[src/rtl/tmt_pkg.sv]
package tmt_pkg;

    // Configuration health: clean until the allocations overflow the table.
    typedef enum logic [0:0] {
        CFG_CLEAN = 1'b0,
        CFG_FAULT = 1'b1
    } cfg_state_t;

endpackage

[src/rtl/tmt_entry_array.sv]
module tmt_entry_array #(
    parameter int DEPTH = 16,
    parameter int KEY_W = 32,
    parameter int IDX_W = 4
) (
    input  logic             clk,
    input  logic             rst_n,
    input  logic             wr_en,
    input  logic [IDX_W-1:0] wr_idx,
    input  logic [KEY_W-1:0] wr_value,
    input  logic [KEY_W-1:0] wr_mask,
    input  logic             wr_valid,
    input  logic [KEY_W-1:0] key,
    output logic [DEPTH-1:0] hit_vec
);

    generate
        for (genvar e = 0; e < DEPTH; e++) begin : g_ent
            logic [KEY_W-1:0] val_q;
            logic [KEY_W-1:0] msk_q;
            logic             vld_q;
            logic             sel;

            assign sel = wr_en && (wr_idx == IDX_W'(e));

            always_ff @(posedge clk or negedge rst_n) begin
                if (!rst_n) begin
                    val_q <= '0;
                    msk_q <= '0;
                    vld_q <= 1'b0;
                end else if (sel) begin
                    val_q <= wr_value;
                    msk_q <= wr_mask;
                    vld_q <= wr_valid;
                end
            end

            // Compare only the bits the mask cares about.
            assign hit_vec[e] = vld_q && (((key ^ val_q) & msk_q) == '0);
        end
    endgenerate

endmodule

[src/rtl/tmt_window.sv]
module tmt_window #(
    parameter int DEPTH  = 16,
    parameter int NUM_IF = 4,
    parameter int IF_W   = 2,
    parameter int IDX_W  = 4,
    parameter int CNT_W  = 5,
    parameter int SUM_W  = 7
) (
    input  logic [CNT_W-1:0] alloc [NUM_IF],
    input  logic [IF_W-1:0]  sel_if,
    output logic [DEPTH-1:0] sel_mask,
    output logic [IDX_W-1:0] sel_base_lo,
    output logic             sel_over,
    output logic [SUM_W-1:0] total
);

    logic [SUM_W-1:0] base [NUM_IF];
    logic [SUM_W-1:0] lim  [NUM_IF];
    logic [SUM_W-1:0] sel_base;
    logic [SUM_W-1:0] sel_lim;

    // Running prefix sum: each window starts where the previous one ends.
    generate
        for (genvar i = 0; i < NUM_IF; i++) begin : g_pfx
            if (i == 0) begin : g_first
                assign base[i] = '0;
            end else begin : g_next
                assign base[i] = lim[i-1];
            end
            assign lim[i] = base[i] + SUM_W'(alloc[i]);
        end
    endgenerate

    assign total       = lim[NUM_IF-1];
    assign sel_base    = base[sel_if];
    assign sel_lim     = lim[sel_if];
    assign sel_base_lo = sel_base[IDX_W-1:0];
    assign sel_over    = sel_lim > SUM_W'(DEPTH);

    generate
        for (genvar e = 0; e < DEPTH; e++) begin : g_msk
            assign sel_mask[e] = (SUM_W'(e) >= sel_base) && (SUM_W'(e) < sel_lim);
        end
    endgenerate

endmodule

[src/rtl/tmt_prio.sv]
module tmt_prio #(
    parameter int DEPTH = 16,
    parameter int IDX_W = 4
) (
    input  logic [DEPTH-1:0] req,
    output logic             found,
    output logic [IDX_W-1:0] idx
);

    // Scan from the top so the last assignment is the lowest set bit.
    always_comb begin
        found = 1'b0;
        idx   = '0;
        for (int i = DEPTH - 1; i >= 0; i--) begin
            if (req[i]) begin
                found = 1'b1;
                idx   = IDX_W'(i);
            end
        end
    end

endmodule

[src/rtl/tmt_part_table.sv]
module tmt_part_table
    import tmt_pkg::*;
#(
    parameter  int DEPTH  = 16,
    parameter  int NUM_IF = 4,
    parameter  int KEY_W  = 32,
    localparam int IDX_W  = (DEPTH > 1) ? $clog2(DEPTH) : 1,
    localparam int IF_W   = (NUM_IF > 1) ? $clog2(NUM_IF) : 1,
    localparam int CNT_W  = $clog2(DEPTH + 1),
    localparam int SUM_W  = $clog2(NUM_IF * ((1 << CNT_W) - 1) + 1)
) (
    input  logic             clk,
    input  logic             rst_n,
    input  logic             ent_we,
    input  logic [IDX_W-1:0] ent_idx,
    input  logic [KEY_W-1:0] ent_value,
    input  logic [KEY_W-1:0] ent_mask,
    input  logic             ent_valid,
    input  logic             alloc_we,
    input  logic [IF_W-1:0]  alloc_if,
    input  logic [CNT_W-1:0] alloc_cnt,
    input  logic             lk_req,
    input  logic [IF_W-1:0]  lk_if,
    input  logic [KEY_W-1:0] lk_key,
    output logic             rs_valid,
    output logic             rs_hit,
    output logic [IDX_W-1:0] rs_idx,
    output logic             cfg_err,
    output logic [CNT_W-1:0] capacity
);

    logic [CNT_W-1:0] alloc_q [NUM_IF];
    logic [DEPTH-1:0] hit_vec;
    logic [DEPTH-1:0] sel_mask;
    logic [DEPTH-1:0] cand;
    logic [IDX_W-1:0] sel_base_lo;
    logic             sel_over;
    logic [SUM_W-1:0] total;
    logic             found;
    logic [IDX_W-1:0] win_idx;
    logic             lk_hit;
    logic [IDX_W-1:0] local_idx;
    cfg_state_t       state_q;
    cfg_state_t       state_d;

    // Per-interface allocation registers.
    generate
        for (genvar i = 0; i < NUM_IF; i++) begin : g_alloc
            always_ff @(posedge clk or negedge rst_n) begin
                if (!rst_n) begin
                    alloc_q[i] <= '0;
                end else if (alloc_we && (alloc_if == IF_W'(i))) begin
                    alloc_q[i] <= alloc_cnt;
                end
            end
        end
    endgenerate

    tmt_entry_array #(
        .DEPTH (DEPTH),
        .KEY_W (KEY_W),
        .IDX_W (IDX_W)
    ) u_entries (
        .clk      (clk),
        .rst_n    (rst_n),
        .wr_en    (ent_we),
        .wr_idx   (ent_idx),
        .wr_value (ent_value),
        .wr_mask  (ent_mask),
        .wr_valid (ent_valid),
        .key      (lk_key),
        .hit_vec  (hit_vec)
    );

    tmt_window #(
        .DEPTH  (DEPTH),
        .NUM_IF (NUM_IF),
        .IF_W   (IF_W),
        .IDX_W  (IDX_W),
        .CNT_W  (CNT_W),
        .SUM_W  (SUM_W)
    ) u_window (
        .alloc       (alloc_q),
        .sel_if      (lk_if),
        .sel_mask    (sel_mask),
        .sel_base_lo (sel_base_lo),
        .sel_over    (sel_over),
        .total       (total)
    );

    assign cand = hit_vec & sel_mask;

    tmt_prio #(
        .DEPTH (DEPTH),
        .IDX_W (IDX_W)
    ) u_prio (
        .req   (cand),
        .found (found),
        .idx   (win_idx)
    );

    // Window offset fits in IDX_W bits because a winner lies inside the table.
    assign local_idx = win_idx - sel_base_lo;
    assign lk_hit    = found && !sel_over;

    always_ff @(posedge clk or negedge rst_n) begin
        if (!rst_n) begin
            rs_valid <= 1'b0;
            rs_hit   <= 1'b0;
            rs_idx   <= '0;
        end else begin
            rs_valid <= lk_req;
            rs_hit   <= lk_req && lk_hit;
            rs_idx   <= (lk_req && lk_hit) ? local_idx : '0;
        end
    end

    // Configuration health state machine.
    always_ff @(posedge clk or negedge rst_n) begin
        if (!rst_n) begin
            state_q <= CFG_CLEAN;
        end else begin
            state_q <= state_d;
        end
    end

    always_comb begin
        state_d = state_q;
        unique case (state_q)
            CFG_CLEAN: state_d = (total > SUM_W'(DEPTH)) ? CFG_FAULT : CFG_CLEAN;
            CFG_FAULT: state_d = CFG_FAULT;
            default:   state_d = CFG_FAULT;
        endcase
    end

    always_comb begin
        cfg_err  = (state_q == CFG_FAULT);
        capacity = CNT_W'(DEPTH);
    end

endmodule

[config.mk]
export PLATFORM = sky130hd
export DESIGN_NAME = tmt_part_table
export DESIGN_NICKNAME = d
export VERILOG_FILES = /design/src/rtl/tmt_pkg.sv /design/src/rtl/tmt_entry_array.sv /design/src/rtl/tmt_window.sv /design/src/rtl/tmt_prio.sv /design/src/rtl/tmt_part_table.sv
export SDC_FILE = /design/constraint.sdc
export NUM_CORES = 2
export LEC_CHECK = 0
export ABC_AREA = 1
export ABC_CLOCK_PERIOD_IN_PS = 6400
export BUFFER_PORTS_ARGS = -buffer_cell sky130_fd_sc_hd__buf_2
export CORE_UTILIZATION = 46
export DETAILED_ROUTE_END_ITERATION = 8
export HOLD_SLACK_MARGIN = 0.02
export PLACE_DENSITY_LB_ADDON = 0.05
export SLEW_MARGIN = 20
export SYNTH_ARGS = -nofsm -noshare
export SYNTH_HDL_FRONTEND = slang
export SYNTH_SLANG_ARGS = --single-unit
[constraint.sdc]
create_clock -name clk -period 6.4 [get_ports clk]
set_clock_uncertainty 0.15 [all_clocks]
set_input_delay 0.64 -clock clk [delete_from_list [all_inputs] [get_ports clk]]
set_output_delay 0.64 -clock clk [all_outputs]
set_load 0.05 [all_outputs]
Yosys cells after proc, flatten, opt, wreduce, memory -nomap -nowiden
Index checks and enable logic that the tools add are counted.
{"block": "op_classes", "add_sub_neg": 4, "magnitude_cmp": 35, "n_eq_ne": 18, "n_mux": 41, "bitwise": 35, "reduce_logical": 73}
{"operator": "$and A32 B32 Y32", "n": 16}
{"operator": "$logic_not A32 Y1", "n": 16}
{"operator": "$xor A32 B32 Y32", "n": 16}
{"operator": "$mux W4", "n": 17}
{"operator": "$ge A4 B7 Y1 const A", "n": 8}
{"operator": "$lt A4 B7 Y1 const A", "n": 8}
{"operator": "$logic_and A1 B1 Y1", "n": 54}
{"operator": "$eq A4 B4 Y1 const B", "n": 8}
{"operator": "$bmux W7 S2", "n": 2}
{"operator": "$ge A3 B7 Y1 const A", "n": 4}
{"operator": "$lt A3 B7 Y1 const A", "n": 4}
{"operator": "$mux W7", "n": 4}
{"operator": "$mux W1", "n": 17}
{"operator": "$and A16 B16 Y16", "n": 1}
{"operator": "$eq A4 B3 Y1 const B", "n": 4}
{"operator": "$add A7 B5 Y7", "n": 2}
{"operator": "$ge A1 B7 Y1 const A", "n": 2}
{"operator": "$ge A2 B7 Y1 const A", "n": 2}
{"operator": "$gt A7 B5 Y1 const B", "n": 2}
{"operator": "$lt A1 B7 Y1 const A", "n": 2}
{"operator": "$lt A2 B7 Y1 const A", "n": 2}
{"operator": "$eq A4 B2 Y1 const B", "n": 2}
{"operator": "$add A5 B5 Y6", "n": 1}
{"operator": "$eq A2 B2 Y1 const B", "n": 2}
{"operator": "10 further kinds", "n": 10}
{"block": "totals", "ff_bits": 1067, "out_inout_bits": 12, "word_cells": 262}

Logic depth before layout (Yosys ltp)
{"block": "logic_depth", "word_depth": 28, "mapped_depth": 47, "depth_no_buf": 47}

Hierarchy
From an unflattened synthesis, not the netlist that was laid out.
{"block": "unflattened", "cells_unflattened": 6402, "hier_area_um2": 49706.4}
{"module": "tmt_entry_array", "instances": 1, "cells_each": 5913, "area_each_um2": 46733.6, "seq_area_each_um2": 26025.0}
{"module": "tmt_window", "instances": 1, "cells_each": 293, "area_each_um2": 1512.7, "seq_area_each_um2": 0.0}
{"module": "tmt_part_table", "instances": 1, "cells_each": 147, "area_each_um2": 1251.2, "seq_area_each_um2": 675.6}
{"module": "tmt_prio", "instances": 1, "cells_each": 49, "area_each_um2": 209.0, "seq_area_each_um2": 0.0}

Least setup slack after synthesis
Ideal clock, no wire load.
{"block": "synth_timing", "path_kind": "register to register", "from": "reg alloc_q[15] in the netlist's numbering", "to": "reg rs_idx[2]", "arrival_ns": 4.834, "t_required_ns": 6.130, "path_slack_ns": 1.297, "stages_incl_launch_ff": 44, "n_path_buf": 0, "period_less_slack_ns": 5.103, "path_cell_list": "dfrtp_1 ha_1 inv_1 fa_1 nand3b_1 nand2_1 xor2_1 ha_1 or2_1 nand2_1 inv_1 ha_1 nand2_1 inv_1 nand2_1 nand2_1 nor2_1 inv_1 (+8 left out) nand3_2 nand2_1 nand2_1 nand2_1 nand2_1 nand2_1 nand2_1 nand2_1 nand2_1 nand2_1 nand2_1 nand2_1 nand2_1 nand2_1 ha_1 fa_1 xor2_1 nor2_1"}
{"block": "synth_between", "elab_chain_len": 28}
{"item": "from (decl)", "line": "tmt_part_table.sv:32", "source": "logic [CNT_W-1:0] alloc_q [NUM_IF];"}
{"item": "from (signal, indexed assignment)", "line": "tmt_part_table.sv:53", "source": "alloc_q[i] <= alloc_cnt;"}
{"item": "parallel branches: the longest is 27 deep, another holds $add A7 B5 Y7"}
{"item": "$mux W4 *", "line": "tmt_part_table.sv:114", "source": "rs_idx <= (lk_req && lk_hit) ? local_idx : '0;"}
{"item": "to (signal assigned)", "line": "tmt_part_table.sv:114"}
{"item": "to (decl)", "line": "tmt_part_table.sv:27", "source": "output logic [IDX_W-1:0] rs_idx,"}
Mark *: on every way between the ends. The select of a mux whose other input is x is not followed.
A chain may end at the register's enable or synchronous reset.

Worst setup path after layout
Ends and elaborated chain as after synthesis.

==> results_dict.tcl <==
set metrics [dict create \
    status "finished clean" \
    numPortBuffers 121 \
    area_growth_pct 11.3 \
    synth-edff-count 0 \
    synthSimpleGateAreaFrac_pct 20.4 \
    grt_start_max_net_pins 167 \
    gp_congestion 0.877 \
    final_util_pct 51.8 \
    fillers 9939 \
    synth-xor-area-share_pct 1.34 \
    final.min_clock_period_ns 5.88 \
    pwr-share-seq_pct 45.6 \
    cp.arrival_ns 6.36 \
    final_common_cell "nand2_1" \
    cts_tree "yes" \
    cp-end-kind "register" \
    synth_seq_area_share_pct 55.3 \
    ys_top_cells_by_area "dfrtp_1 (55%), nand2_1 (13%), o21ai_0 (11%)" \
    drtIter0Drc 4648 \
    drive_gt1_share_pct 9.84 \
    clockBufferDepth 3 \
    path_max_fanout 12 \
    pwr_density_cell_mw_per_mm2 368 \
    setup_viol 0 \
    r2r-end "rs_idx[2]" \
    syn_area_mm2 0.0483 \
    multi_input_area_mm2 0.0192 \
    rsz0062_at_grt "no" \
    synth_top_flop_cell "dfrtp_1" \
    cts_buffers 116 \
    syn_inst 5769 \
    synth_top_area_share_pct 55.3 \
    rows 118 \
    io_pins 127 \
    p_sw_share_pct 32.1 \
    fmax_mhz 170 \
    critPathSlowestCell "dfrtp_1" \
    vias 40000 \
    core_mm2 0.104 \
    power_frac_comb_pct 21.3 \
    ant_nets 0 \
    r2r_slack_ns 0.52 \
    die_y_um 326 \
    tightest_slew_ns 1.26 \
    die-area_mm2 0.106 \
    synth_top_family_by_area "simple AND/OR/NAND/NOR gates" \
    synth.area.mux_share_pct 0 \
    synthArstFlopShare_pct 100 \
    drc 0 \
    worstReg2RegStart "alloc_q[15]" \
    wl_per_cell_um 24.5 \
    vdd_drop_max_uv 262 \
    cts_sinks 1067 \
    p_leak_nw 25.2 \
    initial_core_util_pct 46.6 \
    path_class "register to register" \
    grt_usage_pct 33.1 \
    ys.warnings.count 0 \
    slowest_delay_ns 0.41 \
    fp.dieW_um 326 \
    final.setup.tns_ns 0 \
    area.sequential_mm2 0.0267 \
    worstSkewPairLatency_ns 0.72 \
    internal_power_mw 13.4 \
    worstPathRequired_ns 6.87 \
    wl_mm 176 \
    slew_violations 0 \
    cts_htree_levels 3 \
    synth_fa_ha_area_share_pct 0.632 \
    crit_start "alloc_q[15]" \
    hold_class "input pin to register" \
    grt_pass1_wl_mm 253 \
    net-switching-power_mw 6.36 \
    slew-limit-headroom_pct 16.2 \
    synth_area_per_cell_um2 8.38 \
    vias_per_cell 5.56 \
    antenna_found_initial 33 \
    cp-start-kind "register" \
    drtPass1Iterations 8 \
    setup.worst_path.end "rs_idx[2]" \
    crit_top_cell "nand2_1" \
    synth_compound_area_share_pct 16.8 \
    synth_seq_cells 1067 \
    worstRegToRegCells 38 \
    maxCapViolCount 0 \
    nNetsFinal 5853 \
    layout_common_cells "nand2_1 (1629), o21ai_0 (1090), dfrtp_1 (1067)" \
    period_share_pct 91.9 \
    cts_root_buffer "clkbuf_16" \
    hpwl_mm 113 \
    grt_pass1_vias 35700 \
    cts.reportedPaths.clkPinSlew_ns 0.06 \
    yosysTopAreaCell "dfrtp_1" \
    ys_types 58 \
    grt_overflow 0 \
    clock_power_share_pct 33.1 \
    finalHoldViolations 0 \
]
==> final cells by class <==
| type | instances | area share, % |
|---|---|---|
| clock inverters | 27 | 0.368 |
| flip-flops and latches | 1067 | 49.6 |
| multi-input cells | 4042 | 35.6 |
| well taps | 1380 | 3.21 |
| clock buffers | 178 | 6.48 |
| inverters | 272 | 1.91 |
| repair buffers | 217 | 2.70 |
| diodes | 10 | 0.0465 |
==> cells in the mapped netlist, types with 47 or more instances <==
library cell and number:
o22ai_1 47, nand2_1 1635, nor2_1 417, nand3_1 130, clkbuf_1 306, o21ai_0 1090
or2_2 114, a21oi_1 255, inv_1 263, buf_2 59, xor2_1 67, dfrtp_1 1067
==> sequential cells by signal, indices dropped and copies added (netlist names) <==
signal                 count
u_entries.g_ent.val_q    512
rs_hit                     1
cfg_err                    1
rs_idx                     4
u_entries.g_ent.vld_q     16
alloc_q                   20
rs_valid                   1
u_entries.g_ent.msk_q    512
==> power by group through the flow <==
stage,sequential (mW),combinational [mW],clock [mW]
after floorplan,8.90,2.78,0
after global routing,9.18,4.75,6.91
after global placement,9.07,4.13,0
after detailed placement,9.10,4.19,0
final,9.02,4.22,6.56
after CTS,8.99,4.21,6.65
==> worst max-delay path, delay by kind of cell, from the launching register on <==
family,cells,cell delay [ns]
xor gates and xnor gates,2,0.47
adders and majority gates,6,2.02
buffers and inverters,1,0.09
AOI/OAI and AO/OA,1,0.21
and+or+nand+nor,28,2.50
DFF,1,0.41
==> timing repair <==
action                                 in CTS  in global routing
gates resized for setup                     0                  1
setup endpoints to repair                   0                  2
hold buffers                               10                  0
endpoints found under the hold margin     103                  0
buffers inserted                            0                  0
==> worst min path at each step <==
| stage | start | end | slack [ns] | cells after the start |
|---|---|---|---|---|
| 2_1_floorplan | rst_n | alloc_q[0] | 0.19 | 0 |
| 3_3_place_gp | u_entries.g_ent[2].vld_q | u_entries.g_ent[2].vld_q | 0.31 | 2 |
| 3_5_place_dp | u_entries.g_ent[5].vld_q | u_entries.g_ent[5].vld_q | 0.32 | 2 |
| 4_1_cts | ent_mask[20] | u_entries.g_ent[10].msk_q[20] | 0.02 | 3 |
| 5_1_grt | ent_value[25] | u_entries.g_ent[14].val_q[25] | 0.05 | 3 |
| 6_report | ent_mask[20] | u_entries.g_ent[10].msk_q[20] | 0.06 | 3 |
==> cell families (layout without fill, tap and decap cells) <==
kind of cell    after synthesis  in the layout
buf+inv                     663            694
other cells                   2             15
compound gates             1529           1529
xor+xnor                     73             73
fa+ha+maj                    22             22
simple gates               2413           2413
flops                      1067           1067
==> per-layer routing <==
metal | part of all wire [%] | GRT usage [%] | vias to the layer above
li1 | - | - | 18800
met1 | 44 | 48.0 | 19400
met2 | 43 | 48.9 | 1518
met3 | 9.0 | 6.97 | 302
met4 | 4.0 | 11.9 | 22
met5 | 0.071 | 0 | -
==> per-stage QoR <==
stage,setup WS [ns],cells,cell area (um2),hold WS (ns),power [mW]
after floorplan,1.30,5772,48300,0.194,11.7
after global placement,0.575,6968,50000,0.311,13.2
after detailed placement,0.543,6968,50000,0.318,13.3
after CTS,0.506,7183,53800,0.0234,19.9
after global routing,0.0485,7185,53800,0.0501,20.8
final,0.518,7193,53800,0.0632,19.8
Note: power is estimated with default switching activity, not from simulation.
